<file path="config.mk">
export PLATFORM = sky130hd
export DESIGN_NAME = cyc_skip_ctrl
export DESIGN_NICKNAME = d
export VERILOG_FILES = /design/src/rtl/cyc_skip_pkg.sv /design/src/rtl/cs_fire_gate.sv /design/src/rtl/cs_light_load_det.sv /design/src/rtl/cs_mode_fsm.sv /design/src/rtl/cyc_skip_ctrl.sv
export SDC_FILE = /design/constraint.sdc
export NUM_CORES = 1
export LEC_CHECK = 0
export BUFFER_PORTS_ARGS = -buffer_cell sky130_fd_sc_hd__buf_2
export CAP_MARGIN = 10
export CORE_MARGIN = 3
export CORE_UTILIZATION = 35
export DETAILED_ROUTE_END_ITERATION = 10
export GPL_ROUTABILITY_DRIVEN = 0
export GPL_TIMING_DRIVEN = 0
export SLEW_MARGIN = 10
export SYNTH_ARGS = -nofsm -noshare
export SYNTH_HDL_FRONTEND = slang
export SYNTH_SLANG_ARGS = --single-unit
export TNS_END_PERCENT = 20
</file>
<file path="constraint.sdc">
create_clock -name clk -period 5.3 [get_ports clk]
set_input_delay 0.265 -clock clk [delete_from_list [all_inputs] [get_ports clk]]
set_output_delay 0.265 -clock clk [all_outputs]
set_load 0.05 [all_outputs]
</file>
<file path="src/rtl/cyc_skip_pkg.sv">
package cyc_skip_pkg;
  typedef enum logic [1:0] {
    MODE_RUN    = 2'd0,
    MODE_SLEEP  = 2'd1,
    MODE_REFILL = 2'd2
  } cs_mode_t;

  typedef enum logic [1:0] {
    PH_SEEK  = 2'd0,
    PH_ARMED = 2'd1,
    PH_GAP   = 2'd2
  } cs_phase_t;
endpackage

</file>
<file path="src/rtl/cs_fire_gate.sv">
module cs_fire_gate (
  input  logic clk,
  input  logic rst_n,
  input  logic active,
  input  logic tick,
  input  logic fb_en,
  output logic fire_en
);
  always_ff @(posedge clk) begin
    if (!rst_n)      fire_en <= 1'b0;
    else if (!active) fire_en <= 1'b0;
    else if (tick)   fire_en <= fb_en;
  end

  // without a tick the switch enable never moves
  assert_hold_between_ticks_R1: assert property (@(posedge clk) disable iff (!rst_n)
    !$past(tick) |-> $stable(fire_en));
endmodule

</file>
<file path="src/rtl/cs_light_load_det.sv">
module cs_light_load_det #(
  parameter int RUN_LEN = 160
) (
  input  logic clk,
  input  logic rst_n,
  input  logic clr,
  input  logic tick,
  input  logic fired,
  output logic hit
);
  import cyc_skip_pkg::*;
  localparam int CNT_W = (RUN_LEN > 1) ? $clog2(RUN_LEN) : 1;
  localparam logic [CNT_W-1:0] LAST = CNT_W'(RUN_LEN - 1);

  cs_phase_t        phase;
  logic [CNT_W-1:0] cnt;
  logic             run_done;

  assign run_done = (cnt == LAST);
  assign hit      = tick && !fired && (phase == PH_GAP) && run_done;

  always_ff @(posedge clk) begin
    if (!rst_n || clr) begin
      phase <= PH_SEEK;
      cnt   <= '0;
    end else if (tick) begin
      if (fired) begin
        cnt <= '0;
        case (phase)
          PH_ARMED: phase <= PH_GAP;
          default:  phase <= PH_SEEK;
        endcase
      end else begin
        case (phase)
          PH_SEEK: begin
            if (run_done) begin
              phase <= PH_ARMED;
              cnt   <= '0;
            end else begin
              cnt <= cnt + 1'b1;
            end
          end
          PH_GAP: begin
            if (run_done) begin
              phase <= PH_SEEK;
              cnt   <= '0;
            end else begin
              cnt <= cnt + 1'b1;
            end
          end
          default: cnt <= '0;
        endcase
      end
    end
  end

  // a second fire inside the gap throws the pattern away
  assert_refire_restarts_R5: assert property (@(posedge clk) disable iff (!rst_n)
    (tick && fired && !clr && phase == PH_GAP) |=> (phase == PH_SEEK && cnt == '0));
  // an armed detector stays armed through further skips
  assert_armed_holds_R4: assert property (@(posedge clk) disable iff (!rst_n)
    (tick && !fired && !clr && phase == PH_ARMED) |=> (phase == PH_ARMED));
endmodule

</file>
<file path="src/rtl/cs_mode_fsm.sv">
module cs_mode_fsm (
  input  logic clk,
  input  logic rst_n,
  input  logic hit,
  input  logic wake_low,
  input  logic recharged,
  output logic active,
  output logic pwr_down
);
  import cyc_skip_pkg::*;
  cs_mode_t mode;

  always_ff @(posedge clk) begin
    if (!rst_n) mode <= MODE_RUN;
    else begin
      case (mode)
        MODE_RUN:    if (hit)       mode <= MODE_SLEEP;
        MODE_SLEEP:  if (wake_low)  mode <= MODE_REFILL;
        MODE_REFILL: if (recharged) mode <= MODE_RUN;
        default:                    mode <= MODE_RUN;
      endcase
    end
  end

  assign active   = (mode == MODE_RUN);
  assign pwr_down = !active;

  // power-down only ends after a recharge indication
  assert_exit_on_recharge_R7: assert property (@(posedge clk) disable iff (!rst_n)
    $fell(pwr_down) |-> $past(recharged));
  // the sleep step ignores everything but wake
  assert_sleep_waits_wake_R6: assert property (@(posedge clk) disable iff (!rst_n)
    ($past(mode) == MODE_SLEEP && !$past(wake_low)) |-> (mode == MODE_SLEEP));
endmodule

</file>
<file path="src/rtl/cyc_skip_ctrl.sv">
module cyc_skip_ctrl #(
  parameter int RUN_LEN = 160
) (
  input  logic clk,
  input  logic rst_n,
  input  logic cyc_start,
  input  logic fb_en,
  input  logic wake_low,
  input  logic recharged,
  output logic fire_en,
  output logic pwr_down
);
  logic active;
  logic hit;

  cs_mode_fsm u_mode (
    .clk(clk), .rst_n(rst_n), .hit(hit), .wake_low(wake_low),
    .recharged(recharged), .active(active), .pwr_down(pwr_down)
  );

  cs_light_load_det #(.RUN_LEN(RUN_LEN)) u_det (
    .clk(clk), .rst_n(rst_n), .clr(!active), .tick(cyc_start && active),
    .fired(fb_en), .hit(hit)
  );

  cs_fire_gate u_gate (
    .clk(clk), .rst_n(rst_n), .active(active), .tick(cyc_start),
    .fb_en(fb_en), .fire_en(fire_en)
  );

  // no switching while powered down
  assert_no_fire_in_pd_R6: assert property (@(posedge clk) disable iff (!rst_n)
    pwr_down |-> !fire_en);
  // entry happens only on a skipped cycle tick
  assert_entry_on_skip_R3: assert property (@(posedge clk) disable iff (!rst_n)
    $rose(pwr_down) |-> $past(cyc_start && !fb_en));
  // reset leaves the block in normal mode with the switch off
  assert_reset_state_R9: assert property (@(posedge clk)
    $past(!rst_n) |-> (!pwr_down && !fire_en));
endmodule

</file>
==> results.py <==
metrics = {
    "clocking": {
        "cts_tree": "yes",
        "post-cts-setup-buffers": 0,
        "clock-sinks": 13,
        "cts.hold.buffers_added": 0,
        "cts_made_buffers": 3,
        "htreeDepth": 1,
        "cts-root-buf": "clkbuf_4",
        "cts_resized": 0,
        "insertion_delay_ns": 0.28,
        "cts_buffer_depth": 2,
        "path_clk_slew_ns": 0.09,
    },
    "timing": {
        "drv_slew": 0,
        "finClkSkew_ns": 0.0102,
        "post-route-period-util_pct": 37.0,
        "rsz0062_at_grt": "no",
        "slew_headroom_pct": 70.3,
        "finalCriticalPeriod_ns": 1.96,
        "hold_viol": 0,
        "fmax_ghz": 0.510,
        "finalSetupViolCount": 0,
        "hold_slack_ns": 0.220,
        "setup-tns-final_ns": 0,
        "tightestPinTransition_ns": 0.444,
    },
    "die": {
        "die_w_um": 49.0,
        "num_rows": 14,
        "die_height_um": 49.0,
        "core_area_um2": 1630,
        "initial_core_util_pct": 39.8,
        "dieArea_um2": 2400,
        "io_pins": 8,
    },
    "synthesis": {
        "synth.avg_cell_area_um2": 8.20,
        "syn_nets": 86,
        "ys.warnings.count": 0,
        "syn-instance-count": 79,
        "yosys_register_bits": 13,
        "synthDistinctLibCells": 32,
        "seq_area_frac_synth_pct": 40.2,
        "synth_area_um2": 648,
    },
    "placement": {
        "place_area_um2": 708,
        "port_buffers": 6,
        "dpl.hpwl_um": 971,
        "dp_cells": 109,
    },
    "layout": {
        "stdcell_count": 113,
        "diodes": 0,
        "ff_latch_area_um2": 260,
        "area_growth_pct": 13.3,
        "final_nets": 97,
        "design_area_um2": 734,
        "drive_above_1_share_pct": 18.0,
        "nFillCells": 169,
        "multi_input_comb_area_um2": 355,
    },
    "route": {
        "vias": 586,
        "wl_per_cell_um": 11.6,
        "drtIter0Drc": 11,
        "postRouteAntennaNets": 0,
        "drc": 0,
        "dr.pass1.iters": 4,
        "vias_per_cell": 5.19,
        "drt_wl_total_um": 1310,
    },
    "setup_path": {
        "cp-end-kind": "register",
        "path_delay_family": "simple AND/OR/NAND/NOR gates",
        "crit_chain": "ha_1, and4_1, buf_6, a311o_1, or4_1, a31oi_1",
        "crit_buf_inv": 1,
        "crit_fanout": 6,
        "arrival_ns": 2.18,
        "critPathLaunchType": "register",
        "crit_slowest_cell": "or4_1",
        "slowest_delay_ns": 0.47,
        "crit_required_ns": 5.52,
        "worstSetupPathType": "reg2reg",
    },
    "pwr": {
        "power_leakage_nw": 0.283,
        "power.density_nw_per_um2": 248,
        "ir_drop_mv": 0.154,
        "p_total_w": 0.000182,
    },
    "grt": {
        "grt_max_degree": 9,
        "grt_pass1_vias": 565,
        "grt_overflow": 0,
        "antenna_found_initial": 0,
        "grt_pass1_wl_um": 2460,
        "gr-usage-all-layers_pct": 13.3,
    },
    "run": {
        "drv_cap": 0,
    },
    "min_path": {
        "min_path_type": "in2reg",
    },
    "outcome": {
        "outcome": "finished clean",
    },
}
worst paths after layout:
check                           depth (start not counted)          from  slack (ns)        endpoint
worst max-delay path                                    6  u_det.cnt[0]        3.34    u_det.cnt[5]
worst min-delay path                                    2         rst_n        0.22  u_mode.mode[1]
worst max register to register                          6  u_det.cnt[0]        3.34    u_det.cnt[5]
worst min register to register                          2  u_det.cnt[1]        0.50    u_det.cnt[1]
flip-flops by register name, indices dropped and copies added, names as in the netlist:
signal and flops:
u_det.cnt 8, u_det.phase 2, u_mode.mode 2, u_gate.fire_en 1
cell families (layout without fill, tap and decap cells):
logic type      after synthesis  count (layout)  synth area share, %
compound gates               16              16                 17.2
xor+xnor                      4               4                 5.41
fa+ha+maj                     1               1                 1.93
buf+inv                       6              16                 5.02
flops                        13              13                 40.2
mux                           1               1                 1.54
simple gates                 38              38                 28.8
Yosys cell counts (all sizes together):
master / instances / area (um^2)
a211oi: 1 / 7.51
a21o: 1 / 8.76
a21oi: 4 / 20.0
a221oi: 1 / 8.76
a311o: 1 / 10.0
a31o: 1 / 8.76
a31oi: 1 / 6.26
a41oi: 3 / 26.3
and2: 1 / 6.26
and3: 1 / 6.26
and4: 1 / 8.76
buf: 2 / 16.3
clkbuf: 2 / 8.75
dfxtp: 13 / 260
ha: 1 / 12.5
inv: 2 / 7.51
mux2i: 1 / 10.0
nand2: 10 / 37.5
nand3: 5 / 25.0
nand4: 1 / 6.26
nor2: 12 / 45.0
nor3: 2 / 10.0
nor3b: 1 / 12.5
nor4: 1 / 6.26
o21ai: 3 / 15.0
or2: 1 / 6.26
or3b: 1 / 8.76
or4: 1 / 7.51
xnor2: 2 / 17.5
xor2: 2 / 17.5
where the power goes:
group          switching [W]  total (W)  internal, W
clock network      0.0000344  0.0000637    0.0000292
registers         0.00000200   0.000102    0.0000995
logic              0.0000104  0.0000171   0.00000669
total              0.0000468   0.000182     0.000135
metal layers:
metal	global-route usage, %	routed length (um)	vias to the layer above
met1	16.5	623	265
met4	5.69	19	0
met2	19.9	589	14
li1	-	-	305
met3	5.50	81	2
met5	0	0	-
cells in the final DEF (no fill, tap or decap), drive strengths merged, types with 3 or more instances in the layout:
cell type,count
dfxtp,13
nor2,12
nand2,10
buf,8
clkbuf,6
nand3,5
a21oi,4
a41oi,3
o21ai,3
through the flow:
stage,setup WS [ns],util (%)
after CTS,3.33,45.1
final,3.34,45.1
after global routing,3.26,45.1
after floorplan,3.45,-
after global placement,3.38,43.5
after detailed placement,3.35,43.5
cell type report:
class | count | area share, %
Buffer | 4 | 3.41
Clock buffer | 4 | 3.58
Inverter | 2 | 1.02
Multi-Input combinational cell | 60 | 48.4
Sequential cell | 13 | 35.4
Tap cell | 24 | 4.09
Timing Repair Buffer | 6 | 4.09
Power figures use the tool's default switching activity.
